## config.mk

```make
export PLATFORM = sky130hd
export DESIGN_NAME = pscl_prescaler
export DESIGN_NICKNAME = d
export VERILOG_FILES = /design/src/rtl/pscl_pkg.sv /design/src/rtl/pscl_write_guard.sv /design/src/rtl/pscl_tick_gen.sv /design/src/rtl/pscl_prescaler.sv
export SDC_FILE = /design/constraint.sdc
export NUM_CORES = 1
export LEC_CHECK = 0
export BUFFER_PORTS_ARGS = -buffer_cell sky130_fd_sc_hd__buf_2
export CORE_ASPECT_RATIO = 0.9
export CORE_UTILIZATION = 25
export CTS_CLUSTER_DIAMETER = 200
export DETAILED_ROUTE_END_ITERATION = 6
export SYNTH_ARGS = -nofsm -noshare
export SYNTH_HDL_FRONTEND = slang
export SYNTH_SLANG_ARGS = --single-unit
```

## constraint.sdc

```tcl
create_clock -name clk_i -period 1.7 [get_ports clk_i]
set_clock_uncertainty 0.2 [all_clocks]
set_input_delay 0.17 -clock clk_i [delete_from_list [all_inputs] [get_ports clk_i]]
set_output_delay 0.17 -clock clk_i [all_outputs]
set_load 0.05 [all_outputs]
```

## src/rtl/pscl_pkg.sv

```systemverilog
package pscl_pkg;

    localparam int REG_W      = 8;
    localparam int CODE_W     = 4;
    localparam int MAX_CODE   = 8;
    localparam int CNT_W      = MAX_CODE;
    localparam int UNLOCK_BIT = REG_W - 1;
    localparam int WIN_LEN    = 4;
    localparam int BOOT_SLOW  = 3;

    typedef logic [CODE_W-1:0] code_t;
    typedef logic [CNT_W-1:0]  cnt_t;
    typedef logic [REG_W-1:0]  reg_t;

    typedef enum logic [1:0] {
        WR_NONE,
        WR_UNLOCK,
        WR_CODE,
        WR_DROP
    } wr_kind_e;

    typedef struct packed {
        logic valid;
        cnt_t lim;
    } pend_s;

    function automatic logic code_legal(input code_t c);
        return c <= code_t'(MAX_CODE);
    endfunction

    // 2^c - 1 is a run of c ones
    function automatic cnt_t code_to_lim(input code_t c);
        cnt_t r;
        r = '0;
        for (int i = 0; i < CNT_W; i++) begin
            r[i] = (i < int'(c));
        end
        return r;
    endfunction

    function automatic code_t boot_code(input logic slow);
        return slow ? code_t'(BOOT_SLOW) : code_t'(0);
    endfunction

    function automatic logic is_unlock(input reg_t d);
        return d == (reg_t'(1) << UNLOCK_BIT);
    endfunction

endpackage

```

## src/rtl/pscl_write_guard.sv

```systemverilog
module pscl_write_guard
    import pscl_pkg::*;
#(
    parameter int WIN = WIN_LEN
) (
    input  logic  clk_i,
    input  logic  rst_i,
    input  logic  boot_slow_i,
    input  logic  wr_en_i,
    input  reg_t  wr_data_i,
    output logic  ce_o,
    output code_t code_o,
    output logic  load_o,
    output code_t load_code_o
);

    localparam int WIN_W = (WIN > 1) ? $clog2(WIN) : 1;

    logic            ce_q;
    logic [WIN_W-1:0] win_q;
    code_t           code_q;
    wr_kind_e        kind;
    code_t           wr_code;
    logic            wr_legal;

    assign wr_code  = wr_data_i[CODE_W-1:0];
    assign wr_legal = code_legal(wr_code);

    always_comb begin
        if (!wr_en_i) begin
            kind = WR_NONE;
        end else if (!ce_q && is_unlock(wr_data_i)) begin
            kind = WR_UNLOCK;
        end else if (ce_q && !wr_data_i[UNLOCK_BIT]) begin
            kind = WR_CODE;
        end else begin
            kind = WR_DROP;
        end
    end

    always_ff @(posedge clk_i) begin
        if (rst_i) begin
            ce_q   <= 1'b0;
            win_q  <= '0;
            code_q <= boot_code(boot_slow_i);
        end else if (kind == WR_UNLOCK) begin
            ce_q  <= 1'b1;
            win_q <= WIN_W'(WIN - 1);
        end else if (kind == WR_CODE) begin
            ce_q <= 1'b0;
            if (wr_legal) begin
                code_q <= wr_code;
            end
        end else if (ce_q) begin
            if (win_q == '0) begin
                ce_q <= 1'b0;
            end else begin
                win_q <= win_q - 1'b1;
            end
        end
    end

    assign ce_o        = ce_q;
    assign code_o      = code_q;
    assign load_o      = (kind == WR_CODE) && wr_legal;
    assign load_code_o = wr_code;

endmodule

```

## src/rtl/pscl_tick_gen.sv

```systemverilog
module pscl_tick_gen
    import pscl_pkg::*;
(
    input  logic clk_i,
    input  logic rst_i,
    input  cnt_t boot_lim_i,
    input  logic load_i,
    input  cnt_t load_lim_i,
    output logic tick_o
);

    cnt_t  cnt_q;
    cnt_t  lim_q;
    pend_s pend_q;
    pend_s pend_n;
    logic  tick;

    assign tick = (cnt_q == lim_q);

    // a code accepted this cycle is visible to this cycle's boundary
    always_comb begin
        if (load_i) begin
            pend_n.valid = 1'b1;
            pend_n.lim   = load_lim_i;
        end else begin
            pend_n = pend_q;
        end
    end

    always_ff @(posedge clk_i) begin
        if (rst_i) begin
            cnt_q  <= '0;
            lim_q  <= boot_lim_i;
            pend_q <= '0;
        end else if (tick) begin
            cnt_q  <= '0;
            pend_q <= '0;
            if (pend_n.valid) begin
                lim_q <= pend_n.lim;
            end
        end else begin
            cnt_q  <= cnt_q + 1'b1;
            pend_q <= pend_n;
        end
    end

    assign tick_o = tick;

endmodule

```

## src/rtl/pscl_prescaler.sv

```systemverilog
module pscl_prescaler
    import pscl_pkg::*;
#(
    parameter int WIN = WIN_LEN
) (
    input  logic             clk_i,
    input  logic             rst_i,
    input  logic             boot_slow_i,
    input  logic             wr_en_i,
    input  logic [REG_W-1:0] wr_data_i,
    output logic [REG_W-1:0] rd_data_o,
    output logic             tick_o
);

    logic  ce;
    code_t code;
    logic  load;
    code_t load_code;
    reg_t  rd;

    pscl_write_guard #(.WIN(WIN)) u_guard (
        .clk_i       (clk_i),
        .rst_i       (rst_i),
        .boot_slow_i (boot_slow_i),
        .wr_en_i     (wr_en_i),
        .wr_data_i   (wr_data_i),
        .ce_o        (ce),
        .code_o      (code),
        .load_o      (load),
        .load_code_o (load_code)
    );

    pscl_tick_gen u_tick (
        .clk_i      (clk_i),
        .rst_i      (rst_i),
        .boot_lim_i (code_to_lim(boot_code(boot_slow_i))),
        .load_i     (load),
        .load_lim_i (code_to_lim(load_code)),
        .tick_o     (tick_o)
    );

    always_comb begin
        rd                 = '0;
        rd[UNLOCK_BIT]     = ce;
        rd[CODE_W-1:0]     = code;
    end

    assign rd_data_o = rd;

endmodule

```

======== After elaboration in Yosys (flattened, before gate mapping) ========
Index checks and enable logic that the tools add are counted.
W data, S select, Z words.
cells by class
  $lt $le $gt $ge ......................... 17
  $add $sub $neg .......................... 2
  equality and inequality tests ........... 7
  mux-type cells .......................... 20
  reduce and logical (&&, ||, !) cells .... 15
operators with widths
  cell                   count
  $lt A3 B4 Y1 const A   8
  $mux W8                3
  $lt A1 B4 Y1 const A   4
  $lt A2 B4 Y1 const A   4
  $mux W4                4
  $mux W2                7
  $reduce_bool A2 Y1     5
  $mux W9                1
  $add A8 B1 Y8 const B  1
  $eq A8 B8 Y1           1
  $eq A8 B8 Y1 const B   1
  $reduce_and A3 Y1      2
  $mux W1                5
  $le A4 B4 Y1 const B   1
  $ne A2 B1 Y1 const B   2
  $logic_and A1 B1 Y1    3
  $eq A2 B1 Y1 const B   1
  $eq A2 B2 Y1 const B   1
  $logic_not A1 Y1       2
  $logic_not A2 Y1       1
  $ne A2 B2 Y1 const B   1
  $reduce_and A2 Y1      1
  $reduce_or A2 Y1       1
  $sub A2 B1 Y2 const B  1
word-level totals
  output and inout port bits .............. 9
  register bits ........................... 32
  logic and storage cells ................. 68
  input bits .............................. 12

======== Longest topological paths before layout ========
Gate-level depths: netlist of run 1.
  word-level depth ........................ 11
  gate-level depth with buffers ........... 6
  gate-level depth less buffers ........... 6

======== Hierarchy ========
A second synthesis of run 1 with hierarchy kept.
unflattened totals
  cell total of the unflattened synthesis .. 153
  area total of the unflattened synthesis .. 1654.1 µm²
by module, submodules not included
  module            times used  area an instance (µm²)  cells an instance  seq. area each (µm²)
  pscl_tick_gen     1           1189.9                  104                580.6
  pscl_write_guard  1           370.4                   36                 180.2
  pscl_prescaler    1           93.8                    13                 0.0

======== Least setup slack after synthesis of run 1 ========
No wires, ideal clock.
  path type ............................... flip-flop to flip-flop
  start point ............................. register u_tick.cnt_q[0]
  end point ............................... register u_tick.lim_q[0], enable pin
  period minus slack after synthesis ...... 2.299 ns
  arrival time ............................ 1.773 ns
  path slack .............................. -0.599 ns
  required time ........................... 1.174 ns
  setup time .............................. 0.326 ns
  path buffers ............................ 0
  stages on the path, launching flop included .. 5
  cell sequence ........................... dfxtp_1 > xnor2_1 > nand4_1 > nor2_1 > a21o_1
between the ends
  cells in the longest elaborated chain, start to end .. 3
ends and longest elaborated chain
  element                       RTL line              RTL
  from (decl)                   pscl_tick_gen.sv:12   cnt_t cnt_q;
  from (signal assigned)        pscl_tick_gen.sv:42   cnt_q <= cnt_q + 1'b1;
  $eq A8 B8 Y1                  pscl_tick_gen.sv:18   assign tick = (cnt_q == lim_q);
  net tick_o                    pscl_prescaler.sv:12  output logic tick_o
  $reduce_bool A2 Y1 (no line)  -
  $reduce_and A2 Y1 (no line)   -
  to (signal assigned)          pscl_tick_gen.sv:33   lim_q <= boot_lim_i;
  to (signal assigned)          pscl_tick_gen.sv:39   lim_q <= pend_n.lim;
  to (decl)                     pscl_tick_gen.sv:13   cnt_t lim_q;
The timed path passes the listed nets, and every way through them passes these cells.
A chain may end at the register's enable or synchronous reset.

======== Worst setup path in the final report of run 1 ========
  start point ............................. register u_tick.lim_q[3]
  end point ............................... output tick_o
between the ends
  cells in the longest elaborated chain, start to end .. 1
ends and longest elaborated chain
  element       RTL line
  $eq A8 B8 Y1  pscl_tick_gen.sv:18
  to (decl)     pscl_prescaler.sv:12
Every way passes these cells.

==> flow_summary.yaml, run 1 <==
outcome:
  status: "finished with violations"
  violations: "negative setup slack"
worst_setup_path:
  reg2reg_to: "u_tick.lim_q[1]"
  cp.arrival_ns: 1.39
  endpoint_kind: "output pin"
  ff2ff_setup_slack_ns: -0.05
  worst_setup_path_start_kind: "register"
  reg2reg_depth: 5
  cp_max_fo: 2
  r2r_start: "u_tick.lim_q[3]"
  cp.required_ns: 1.33
  path_class: "register to output pin"
power:
  p_comb_share_pct: 11.7
  p_clk_share_pct: 36.7
  p_seq_share_pct: 51.7
  p_int_w: 0.00121
  static-leakage-power_nw: 0.757
  p_per_area_nw_per_um2: 844
  p_switching_w: 0.000392
  ir_worst_vdd_v: 0.000420
  switching_share_pct: 24.5
finish:
  drive_above_1_share_pct: 32.4
  diodes: 0
  final_cell_area_um2: 1900
  area_delta_synth_final_pct: 27.7
  nets: 195
worst_hold_path:
  hp-class: "primary input to register"
  min_path_cells: 3
  hold_end: "u_guard.win_q[0]"
  hp-start: "wr_data_i[5]"
drt:
  drc_errors: 0
  drtIter0Drc: 57
  drt_pass1_iterations: 4
  routed_via_density: 4.37
  vias: 1101
  wl_mm: 2.92
  wl_per_cell_um: 11.6
  antenna_left: 0
synth:
  ys_ff_latch: 32
  async_flop_share_pct: 0
  synth_area_per_cell_um2: 10.2
  ys_seq_area_share_pct: 51.1
  ys.flop_type: "dfxtp_1"
  synth-edff-count: 12
  synth-warning-count: 0
  syn-instance-count: 146
  syn_area_um2: 1490
  synth.distinct_cells: 41
clock_tree:
  cts_tree: "done"
  clkSlewWorstSetupHoldPaths_ns: 0.07
  clk_latency_ns: 0.28
  cts_root_buffer: "clkbuf_8"
  h-tree-depth: 2
  cts.path.max_buffers: 2
  numCtsBuffers: 5
  postCtsHoldBufs: 0
  clock-sinks: 32
sta:
  period_minus_slack_ns: 1.76
  slew_viol_final: 0
  rsz0062_at_grt: "true"
  post-route-period-util_pct: 104
  whs_ns: 0.0254
  max_freq_ghz: 0.567
  setup_violations: 9
  setup_slack_ns: -0.0640
  finalHoldViolCount: 0
global_route:
  grt_pass1_vias: 942
  grt_antenna_before_repair: 0
  grt.overflow.total: 0
  gr-usage-all-layers_pct: 9.22
  grt_max_degree: 19
  grt_pass1_wl_mm: 4.48
run:
  cap_violations: 0
floorplan:
  dieArea_um2: 6260
  die-height_um: 75.2
  placementRows: 26
  start_util_pct: 26.1
  coreArea_um2: 5690
  die_width_um: 83.3
  io_pins: 21
place:
  hpwl_mm: 2.17
  io_buffers: 17
  gp_congestion: 0.747
  dpl_cell_area_um2: 1740
[per-stage QoR]
step	util, %	TNS (ns)	worst slack, ns	cells	power, W
finish	33.4	-0.402	-0.0640	252	0.00160
global placement	30.5	0	0.0325	241	0.00102
CTS	32.6	-0.0582	-0.0330	252	0.00162
global route	33.4	-1.26	-0.134	252	0.00167
detailed placement	30.5	0	0.0132	241	0.00102
floorplan	-	-0.559	-0.0698	148	0.000964
[cell families after synthesis]
| logic type | share of synthesized area (%) |
|---|---|
| AND/OR/NAND/NOR | 19.9 |
| flip-flops | 51.1 |
| AO/OA/AOI/OAI | 11.7 |
| buffers and inverters | 5.72 |
| XOR/XNOR | 8.83 |
| adder cells (fa/ha/maj) | 1.68 |
| other | 0.252 |
| multiplexers | 0.757 |
[placed cells by master, fill, tap and decap left out, drive strengths merged, types with 2 or more instances in the layout]
| cell | count |
|---|---|
| buf | 35 |
| nor2 | 21 |
| dfxtp | 20 |
| edfxtp | 12 |
| xnor2 | 10 |
| o21ai | 10 |
| a21oi | 8 |
| inv | 7 |
| clkbuf | 6 |
| nand2 | 5 |
| nand3 | 5 |
| xor2 | 5 |
| a31oi | 4 |
| nor4 | 3 |
| conb | 3 |
| nor2b | 3 |
| nor3 | 2 |
| nand4 | 2 |
| and3 | 2 |
| ha | 2 |
| clkinv | 2 |
| or3 | 2 |
| or2 | 2 |
[critical path: stages, from the launching register on]
cell and delay [ns]:
edfxtp_1 0.41, xnor2_2 0.17, nand4_1 0.20, nor2_4 0.17, buf_6 0.17
[Yosys cell counts (3+ instances only)]
| library cell | instances | area, um2 |
|---|---|---|
| a21oi_1 | 7 | 35.0 |
| a31oi_1 | 4 | 25.0 |
| buf_4 | 4 | 30.0 |
| dfxtp_1 | 20 | 400 |
| edfxtp_1 | 12 | 360 |
| inv_1 | 7 | 26.3 |
| nand2_1 | 5 | 18.8 |
| nand3_1 | 5 | 25.0 |
| nor2_1 | 21 | 78.8 |
| nor4_1 | 3 | 18.8 |
| o21ai_0 | 7 | 35.0 |
| xnor2_1 | 10 | 87.6 |
| xor2_1 | 5 | 43.8 |
[power groups by stage]
stage	Clock (W)	Sequential, W	Combinational, W
after floorplan	0	0.000869	0.0000952
after global placement	0	0.000845	0.000173
after detailed placement	0	0.000845	0.000173
after CTS	0.000611	0.000828	0.000180
after global routing	0.000638	0.000830	0.000203
final	0.000588	0.000829	0.000187
[cell type report]
class / instances / area (um2)
multi-input cells: 100 / 697
clock buffers: 6 / 82.6
flip-flops and latches: 32 / 762
repair buffers: 35 / 234
clock inverters: 2 / 10.0
well taps: 70 / 87.6
inverters: 7 / 26.3
fillers: 551 / 3790
[worst max path at each step]
stage                      endpoint  cells after the start            start  slack (ns)
finish                       tick_o                      4  u_tick.lim_q[3]       -0.06
global route                 tick_o                      4  u_tick.lim_q[6]       -0.13
CTS                          tick_o                      4  u_tick.lim_q[2]       -0.03
detailed placement  u_tick.lim_q[2]                      5     wr_data_i[2]        0.01
global placement    u_tick.lim_q[6]                      5     wr_data_i[2]        0.03
floorplan           u_tick.lim_q[0]                      4  u_tick.lim_q[3]       -0.07
[flip-flops by register name, summed over array words and instances, names as in the netlist]
signal,cells
u_tick.pend_q,9
u_tick.cnt_q,8
u_tick.lim_q,8
u_guard.code_o,4
u_guard.win_q,2
u_guard.ce_o,1
[routing by layer]
metal  track usage [%]  wire length [um]
met1              12.7              1470
met2              13.4              1320
met3              2.08                75
met4              5.17                57
met5                 0                 0
[timing repair]
| action | in CTS | in global routing |
|---|---|---|
| buffers inserted | 3 | 0 |
| endpoints found under the setup margin | 1 | 29 |
| resized for setup | 2 | 8 |
| pin swaps | 3 | 6 |
(Power assumes the default switching activity.)
==> inputs of run 2 (changes only) <==
clock period = 2.05 ns   (was 1.7 ns; I/O delays follow)
==> flow_summary.yaml, run 2 (same netlist as run 1, synthesis figures left out) <==
worst_setup_path:
  worst_setup_path_start_kind: "register"
  cp_max_fo: 5
  endpoint_kind: "output pin"
  path_class: "register to output pin"
  cp.required_ns: 1.64
  cp.arrival_ns: 1.52
global_route:
  grt.overflow.total: 0
  grt_antenna_before_repair: 0
  gr-usage-all-layers_pct: 9.31
  grt_pass1_vias: 921
  grt_max_degree: 19
  grt_pass1_wl_mm: 4.42
floorplan:
  dieArea_um2: 6260
  die-height_um: 75.2
  coreArea_um2: 5690
  placementRows: 26
  die_width_um: 83.3
  start_util_pct: 26.1
  io_pins: 21
finish:
  instances_no_fill: 238
  largest-register: "u_tick.pend_q"
  area_delta_synth_final_pct: 16.9
  final_cell_mix: "20 x nor2_1, 20 x dfxtp_1, 16 x buf_2"
  diodes: 0
  nets: 181
  reg_top3: "u_tick.pend_q: 9 flops, u_tick.cnt_q: 8 flops, u_tick.lim_q: 8 flops"
  largest_reg_flops: 9
  drive_above_1_share_pct: 22.0
clock_tree:
  clkSlewWorstSetupHoldPaths_ns: 0.06
  clk_latency_ns: 0.29
  cts.path.max_buffers: 2
  numCtsBuffers: 5
  h-tree-depth: 2
  clock-sinks: 32
  cts_root_buffer: "clkbuf_8"
  cts_tree: "done"
  cts_setup_buffers: 0
drt:
  wl_mm: 2.78
  met1_length_mm: 1.34
  routed.top_layer: "met4"
  route.met3.wl_um: 115
  met2WireLength_mm: 1.25
  routed_via_density: 4.52
  antenna_left: 0
  vias: 1075
  drc_errors: 0
  drtIter0Drc: 37
  drt_pass1_iterations: 4
  wl_per_cell_um: 11.7
place:
  placed_cells: 230
  io_buffers: 17
  hpwl_mm: 2.15
  gp_congestion: 0.705
sta:
  period_minus_slack_ns: 1.92
  post-route-period-util_pct: 93.7
  finalHoldViolCount: 0
  slew_viol_final: 0
  rsz0062_at_grt: "false"
  max_freq_ghz: 0.521
  fin_setup_tns_ns: 0
  setup_violations: 0
outcome:
  status: "completed"
power:
  p_per_area_nw_per_um2: 754
  ir_worst_vdd_v: 0.000442
  static-leakage-power_nw: 0.664
run:
  cap_violations: 0
worst_hold_path:
  hp-class: "primary input to register"
## run 2: changes by cell type in the layout (fill, tap and decap cells not counted), moves of 2 or more
| cell | before | now |
|---|---|---|
| buf_6 | 3 | 0 |
| clkinv_2 | 2 | 0 |
| xnor2_1 | 8 | 10 |
| buf_4 | 16 | 4 |
| xnor2_2 | 2 | 0 |
## run 2: repair_timing
| item | in CTS | in global routing |
|---|---|---|
| endpoints found under the setup margin | 0 | 1 |
| hold buffers | 0 | 0 |
| gates resized for setup | 0 | 2 |
## run 2: final cells by class
class | instances | area (um2)
clock inverters | 1 | 3.75
well taps | 70 | 87.6
fillers | 589 | 3950
clock buffers | 7 | 86.3
multi-input cells | 100 | 657
inverters | 7 | 26.3
repair buffers | 21 | 118
flip-flops and latches | 32 | 761
## run 2: final timing paths
path | start | end | slack (ns) | cells after the start
worst max-delay path | u_tick.cnt_q[2] | tick_o | 0.13 | 4
worst min-delay path | wr_data_i[5] | u_guard.win_q[1] | 0.06 | 3
worst min register to register | u_tick.pend_q[1] | u_tick.pend_q[1] | 0.32 | 2
worst max register to register | u_tick.cnt_q[2] | u_tick.lim_q[4] | 0.23 | 4
## run 2: report_power, final
part	internal [W]	switching (W)	total [W]
Sequential	0.000678	0.0000110	0.000689
Combinational	0.0000414	0.0000862	0.000128
Clock	0.000269	0.000225	0.000494
## run 2: layer usage
| layer | vias to the layer above | GRT usage [%] |
|---|---|---|
| li1 | 548 | - |
| met1 | 502 | 11.9 |
| met2 | 17 | 13.6 |
| met3 | 8 | 2.96 |
| met4 | 0 | 6.32 |
| met5 | - | 0 |
## run 2: critical path, cell delays in order, from the launching register on
cell and delay [ns]:
dfxtp_1 0.42, xnor2_1 0.14, nand4_1 0.21, nor2_4 0.21, clkbuf_4 0.25
## run 2: stage by stage
stage | power (W) | cell area [um2] | hold WS (ns) | util [%] | setup slack (ns)
6_report | 0.00131 | 1740 | 0.0601 | 30.5 | 0.130
5_1_grt | 0.00136 | 1740 | 0.0768 | 30.5 | 0.0111
4_1_cts | 0.00133 | 1730 | 0.0526 | 30.4 | 0.0618
3_5_place_dp | 0.000831 | 1640 | 0.291 | 28.8 | 0.154
3_3_place_gp | 0.000829 | 1640 | 0.288 | 28.8 | 0.182
2_1_floorplan | 0.000797 | 1500 | 0.219 | - | 0.00129
